===== src/rtl/pic_pkg.sv =====
package pic_pkg;
  localparam int UNIT_LINES = 8;
  localparam int IDX_W      = $clog2(UNIT_LINES);

  typedef logic [IDX_W-1:0] idx_t;

  typedef struct packed {
    logic hit;
    idx_t idx;
  } pick_t;

  // lowest-numbered set bit wins
  function automatic pick_t first_set(input logic [UNIT_LINES-1:0] v);
    pick_t p;
    p = '0;
    for (int i = UNIT_LINES - 1; i >= 0; i--) begin
      if (v[i]) begin
        p.hit = 1'b1;
        p.idx = idx_t'(i);
      end
    end
    return p;
  endfunction

  // fully nested grant: the request must outrank the highest in-service line.
  // The cascade input may re-enter because the downstream unit nests itself.
  function automatic logic outranks(input pick_t req, input pick_t svc, input int casc);
    logic same_casc;
    same_casc = (casc >= 0) && (int'(req.idx) == casc) && (int'(svc.idx) == casc);
    return req.hit && (!svc.hit || (req.idx < svc.idx) || same_casc);
  endfunction
endpackage


===== src/rtl/pic_unit.sv =====
module pic_unit
  import pic_pkg::*;
#(
  parameter int CASC = -1
) (
  input  logic                  clk,
  input  logic                  rst_n,
  input  logic [UNIT_LINES-1:0] lines_i,
  input  logic                  casc_i,
  input  logic                  mask_we,
  input  logic [UNIT_LINES-1:0] mask_d,
  input  logic                  eoi_i,
  input  logic                  ack_i,
  output logic                  int_o,
  output idx_t                  win_o,
  output logic [UNIT_LINES-1:0] isr_o
);
  logic [UNIT_LINES-1:0] prev_q, irr_q, imr_q, isr_q;
  logic [UNIT_LINES-1:0] rise, req_eff, pend, irr_d, isr_d;
  pick_t                 req_pick, svc_pick;
  logic                  take;

  assign rise = lines_i & ~prev_q;

  always_comb begin
    req_eff = irr_q;
    for (int i = 0; i < UNIT_LINES; i++) begin
      if (i == CASC) req_eff[i] = casc_i;
    end
  end

  assign pend     = req_eff & ~imr_q;
  assign req_pick = first_set(pend);
  assign svc_pick = first_set(isr_q);
  assign int_o    = outranks(req_pick, svc_pick, CASC);
  assign win_o    = req_pick.idx;
  assign take     = ack_i && int_o;
  assign isr_o    = isr_q;

  always_comb begin
    irr_d = irr_q | rise;
    for (int i = 0; i < UNIT_LINES; i++) begin
      if (i == CASC) irr_d[i] = 1'b0;
    end
    if (take) irr_d[req_pick.idx] = 1'b0;
    isr_d = isr_q;
    if (eoi_i && svc_pick.hit) isr_d[svc_pick.idx] = 1'b0;
    if (take) isr_d[req_pick.idx] = 1'b1;
  end

  always_ff @(posedge clk) begin
    if (!rst_n) begin
      prev_q <= '0;
      irr_q  <= '0;
      isr_q  <= '0;
      imr_q  <= '1;
    end else begin
      prev_q <= lines_i;
      irr_q  <= irr_d;
      isr_q  <= isr_d;
      if (mask_we) imr_q <= mask_d;
    end
  end
endmodule


===== src/rtl/pic_cascade.sv =====
module pic_cascade
  import pic_pkg::*;
#(
  parameter logic [7:0] PRI_BASE  = 8'h08,
  parameter logic [7:0] SEC_BASE  = 8'h70,
  parameter int         CASC_LINE = 2,
  parameter int         FOLD_TO   = 1
) (
  input  logic        clk,
  input  logic        rst_n,
  input  logic [15:0] irq_i,
  input  logic        wr_en,
  input  logic [1:0]  wr_addr,
  input  logic [7:0]  wr_data,
  input  logic        ack_i,
  output logic        int_o,
  output logic [7:0]  vec_o
);
  localparam logic [1:0] A_PMASK = 2'd0;
  localparam logic [1:0] A_SMASK = 2'd1;
  localparam logic [1:0] A_PCMD  = 2'd2;
  localparam logic [1:0] A_SCMD  = 2'd3;
  localparam int         EOI_BIT = 5;

  logic [UNIT_LINES-1:0] p_lines, s_lines, p_isr, s_isr;
  logic                  s_int, p_int, p_take, s_take;
  idx_t                  p_win, s_win;
  logic [7:0]            vec_now, vec_q;

  always_comb begin
    p_lines = irq_i[UNIT_LINES-1:0];
    p_lines[CASC_LINE] = 1'b0;
    s_lines = irq_i[2*UNIT_LINES-1:UNIT_LINES];
    s_lines[FOLD_TO] = s_lines[FOLD_TO] | irq_i[CASC_LINE];
  end

  assign p_take = ack_i && p_int;
  assign s_take = p_take && (int'(p_win) == CASC_LINE);

  pic_unit #(.CASC(CASC_LINE)) u_pri (
    .clk(clk), .rst_n(rst_n), .lines_i(p_lines), .casc_i(s_int),
    .mask_we(wr_en && wr_addr == A_PMASK), .mask_d(wr_data),
    .eoi_i(wr_en && wr_addr == A_PCMD && wr_data[EOI_BIT]),
    .ack_i(ack_i), .int_o(p_int), .win_o(p_win), .isr_o(p_isr)
  );

  pic_unit #(.CASC(-1)) u_sec (
    .clk(clk), .rst_n(rst_n), .lines_i(s_lines), .casc_i(1'b0),
    .mask_we(wr_en && wr_addr == A_SMASK), .mask_d(wr_data),
    .eoi_i(wr_en && wr_addr == A_SCMD && wr_data[EOI_BIT]),
    .ack_i(s_take), .int_o(s_int), .win_o(s_win), .isr_o(s_isr)
  );

  assign vec_now = s_take ? (SEC_BASE + 8'(s_win)) : (PRI_BASE + 8'(p_win));

  always_ff @(posedge clk) begin
    if (!rst_n)      vec_q <= '0;
    else if (p_take) vec_q <= vec_now;
  end

  assign int_o = p_int;
  assign vec_o = p_take ? vec_now : vec_q;
endmodule


===== config.mk =====
export PLATFORM = sky130hd
export DESIGN_NAME = pic_cascade
export DESIGN_NICKNAME = d
export VERILOG_FILES = /design/src/rtl/pic_pkg.sv /design/src/rtl/pic_unit.sv /design/src/rtl/pic_cascade.sv
export SDC_FILE = /design/constraint.sdc
export NUM_CORES = 1
export LEC_CHECK = 0
export CELL_PAD_IN_SITES_DETAIL_PLACEMENT = 1
export CELL_PAD_IN_SITES_GLOBAL_PLACEMENT = 1
export CORE_MARGIN = 2
export CORE_UTILIZATION = 42
export DETAILED_ROUTE_END_ITERATION = 8
export GPL_ROUTABILITY_DRIVEN = 0
export PLACE_DENSITY_LB_ADDON = 0.1
export SLEW_MARGIN = 20
export SYNTH_ARGS = -nofsm -noshare
export SYNTH_HDL_FRONTEND = slang
export SYNTH_SLANG_ARGS = --single-unit

===== constraint.sdc =====
create_clock -name clk -period 6.65 [get_ports clk]
set_input_delay 1.33 -clock clk [delete_from_list [all_inputs] [get_ports clk]]
set_output_delay 1.33 -clock clk [all_outputs]
set_load 0.01 [all_outputs]

==> results_dict.tcl <==
set metrics [dict create \
    outcome "complete, no violations" \
    avgSynthCellArea_um2 8.42 \
    io_buffer_count 38 \
    routed.top_layer "met4" \
    ys_seq_elements 70 \
    rsz0062_at_grt "false" \
    wl_um 9880 \
    start_kind "flip-flop" \
    die-area_mm2 0.00884 \
    hold_depth 2 \
    core_area_mm2 0.00781 \
    grt_start_max_net_pins 63 \
    grt_pass1_vias 3257 \
    multi_input_area_mm2 0.00181 \
    synthArstFlopShare_pct 0 \
    clk_latency_ns 0.36 \
    tns_ns 0 \
    arrival_ns 5.05 \
    slew_viol_final 0 \
    vdd_ir_drop_max_mv 0.132 \
    wl_met1_um 4660 \
    post-route-min-period_ns 6.38 \
    die_h_um 94 \
    period_share_pct 95.9 \
    grt_pass1_wl_um 16100 \
    ys_seq_area_share_pct 41.2 \
    crit_start "u_sec.imr_q[0]" \
    worstPathMaxFanout 11 \
    cts_made_buffers 9 \
    die_w_um 94 \
    dp_hpwl_um 7310 \
    ys.warnings.count 0 \
    power_mw 0.987 \
    seq_area_mm2 0.00140 \
    cts_root_buf "clkbuf_8" \
    hold_start "vec_q[4]" \
    clkTransAtPathRegs_ns 0.08 \
    netlist_area_mm2 0.00340 \
    hold_buffers 0 \
    fin_nets 475 \
    netlist.area_leader.share_pct 41.2 \
    timing.hold.ws_ns 0.461 \
    start_util_pct 43.6 \
    diodes 0 \
    drt_drc_violations_left 0 \
    hold_path_class "flip-flop to flip-flop" \
    layout_commonest_cell "dfxtp_1" \
    fin_util_pct 52.2 \
    p_leak_nw 1.64 \
    grt_usage_pct 23.7 \
    synth_cell_types 55 \
    critPathKind "flip-flop to output port" \
    drt-initial-drc-count 118 \
    ioPinCount 39 \
    wl_met2_um 4600 \
    setup_viol 0 \
    grt_overflow 0 \
    synth_cells 404 \
    final_cell_mix "dfxtp_1 (70), nand2_1 (49), clkdlybuf4s50_1 (37), a21oi_1 (31), inv_1 (25)" \
    syn_to_final_growth_pct 19.8 \
    drv_cap 0 \
    wl_met3_um 410 \
    r2r_start "u_sec.imr_q[0]" \
    cts_buffer_depth 2 \
    h-tree-depth 3 \
    cts_tree "built" \
    drtAntennaViolNets 0 \
    wl_per_cell_um 18.0 \
    endpoint_kind "output port" \
    final.fill_count 938 \
    cts_sinks 70 \
    hold_violations 0 \
    yosysTopAreaCell "dfxtp_1" \
    pwr_density_cell_mw_per_mm2 242 \
    dr.pass1.iters 4 \
    max-slew-margin-rel_pct 40.1 \
    antenna_found_initial 0 \
    placementRows 32 \
    worstPathRequired_ns 5.32 \
    synthTopCellsByArea "dfxtp_1 (41%), nand2_1 (5.4%), a21oi_1 (4.7%)" \
    syn-num-nets 437 \
    vias 3179 \
    worst_pin_slew_ns 0.897 \
    synthFlopType "dfxtp_1" \
    fmax_mhz 157 \
    drive_above_1_share_pct 8.50 \
    synth_edf_count 0 \
    rr_worst_depth 18 \
    vias_per_cell 5.79 \
    fin_skew_ns 0.0165 \
]
-- logic make-up (layout without fill, tap and decap cells) --
family,count (synthesis),in the layout,share of synthesized area (%)
simple gates,166,166,25.1
mux,2,2,0.588
flops,70,70,41.2
fa+ha+maj,3,3,1.10
compound gates,121,121,26.0
buf+inv,42,85,5.96
-- power by group --
group | switching [mW] | leakage, nW | internal (mW)
clock network | 0.169 | 0.108 | 0.220
registers | 0.0124 | 0.576 | 0.440
logic | 0.0816 | 0.955 | 0.0649
total | 0.263 | 1.64 | 0.725
-- synthesized netlist by cell type (all sizes together), types with 4 or more instances --
cell type and count:
nor2b 11, nand2 49, a31o 8, nand3 22, o21a 4, and3 6, o211ai 4, and2 19
o21ai 9, a21boi 4, buf 7, clkbuf 10, dfxtp 70, o2bb2ai 4, a21oi 33, a311oi 12
nand2b 10, a31oi 5, a32o 8, a211oi 6, inv 25, nor2 20, a21o 5, nor3 12
-- metal layers --
layer | vias to the layer above | global-route usage, %
met5 | - | 0
met4 | 0 | 8.45
met3 | 22 | 5.86
met2 | 63 | 39.0
met1 | 1544 | 30.1
li1 | 1550 | -
-- flip-flops by register name, summed over array words and instances, names as in the netlist --
signal / cells
u_sec.imr_q: 8
vec_q: 8
u_sec.isr_o: 8
u_sec.irr_q: 8
u_pri.imr_q: 8
u_pri.prev_q: 7
u_pri.isr_o: 8
u_sec.prev_q: 8
u_pri.irr_q: 7
-- repair_timing --
item                       4_1_cts  5_1_grt
resized for setup                0        2
buffers inserted                 0        0
setup endpoints to repair        0        9
-- worst max-delay path, cell delays in order (launching register included) --
cell             delay, ns
dfxtp_1               0.35
and2b_1               0.27
nor4b_4               0.42
a21boi_0              0.22
buf_4                 0.16
ha_1                  0.23
o21a_1                0.11
o22ai_1               0.16
a31o_2                0.19
a21oi_2               0.10
ha_1                  0.35
o31ai_1               0.08
a21oi_1               0.08
or4_1                 0.42
o211a_1               0.25
o32a_2                0.24
a21o_1                0.33
a21oi_1               0.20
clkdlybuf4s50_1       0.55
-- worst paths after layout --
path / to / slack, ns
setup / recovery: vec_o[3] / 0.27
hold / removal: vec_q[4] / 0.46
setup reg to reg: u_sec.irr_q[2] / 2.08
hold reg to reg: vec_q[4] / 0.46
-- per-stage QoR --
| stage | area (um2) | cells | setup WS, ns |
|---|---|---|---|
| 2_1_floorplan | 3400 | 404 | 1.26 |
| 3_3_place_gp | 3840 | 533 | 0.709 |
| 3_5_place_dp | 3840 | 533 | 0.480 |
| 4_1_cts | 4060 | 549 | 0.0767 |
| 5_1_grt | 4080 | 549 | 0.0407 |
| 6_report | 4080 | 549 | 0.270 |
-- final cells by class --
| cell class | instances | area share [%] |
|---|---|---|
| multi-input cells | 292 | 44.4 |
| flip-flops and latches | 70 | 34.4 |
| repair buffers | 44 | 10.3 |
| clock buffers | 10 | 3.38 |
| well taps | 102 | 3.13 |
| inverters | 25 | 2.30 |
| clock inverters | 6 | 2.09 |
(Power assumes the default switching activity.)
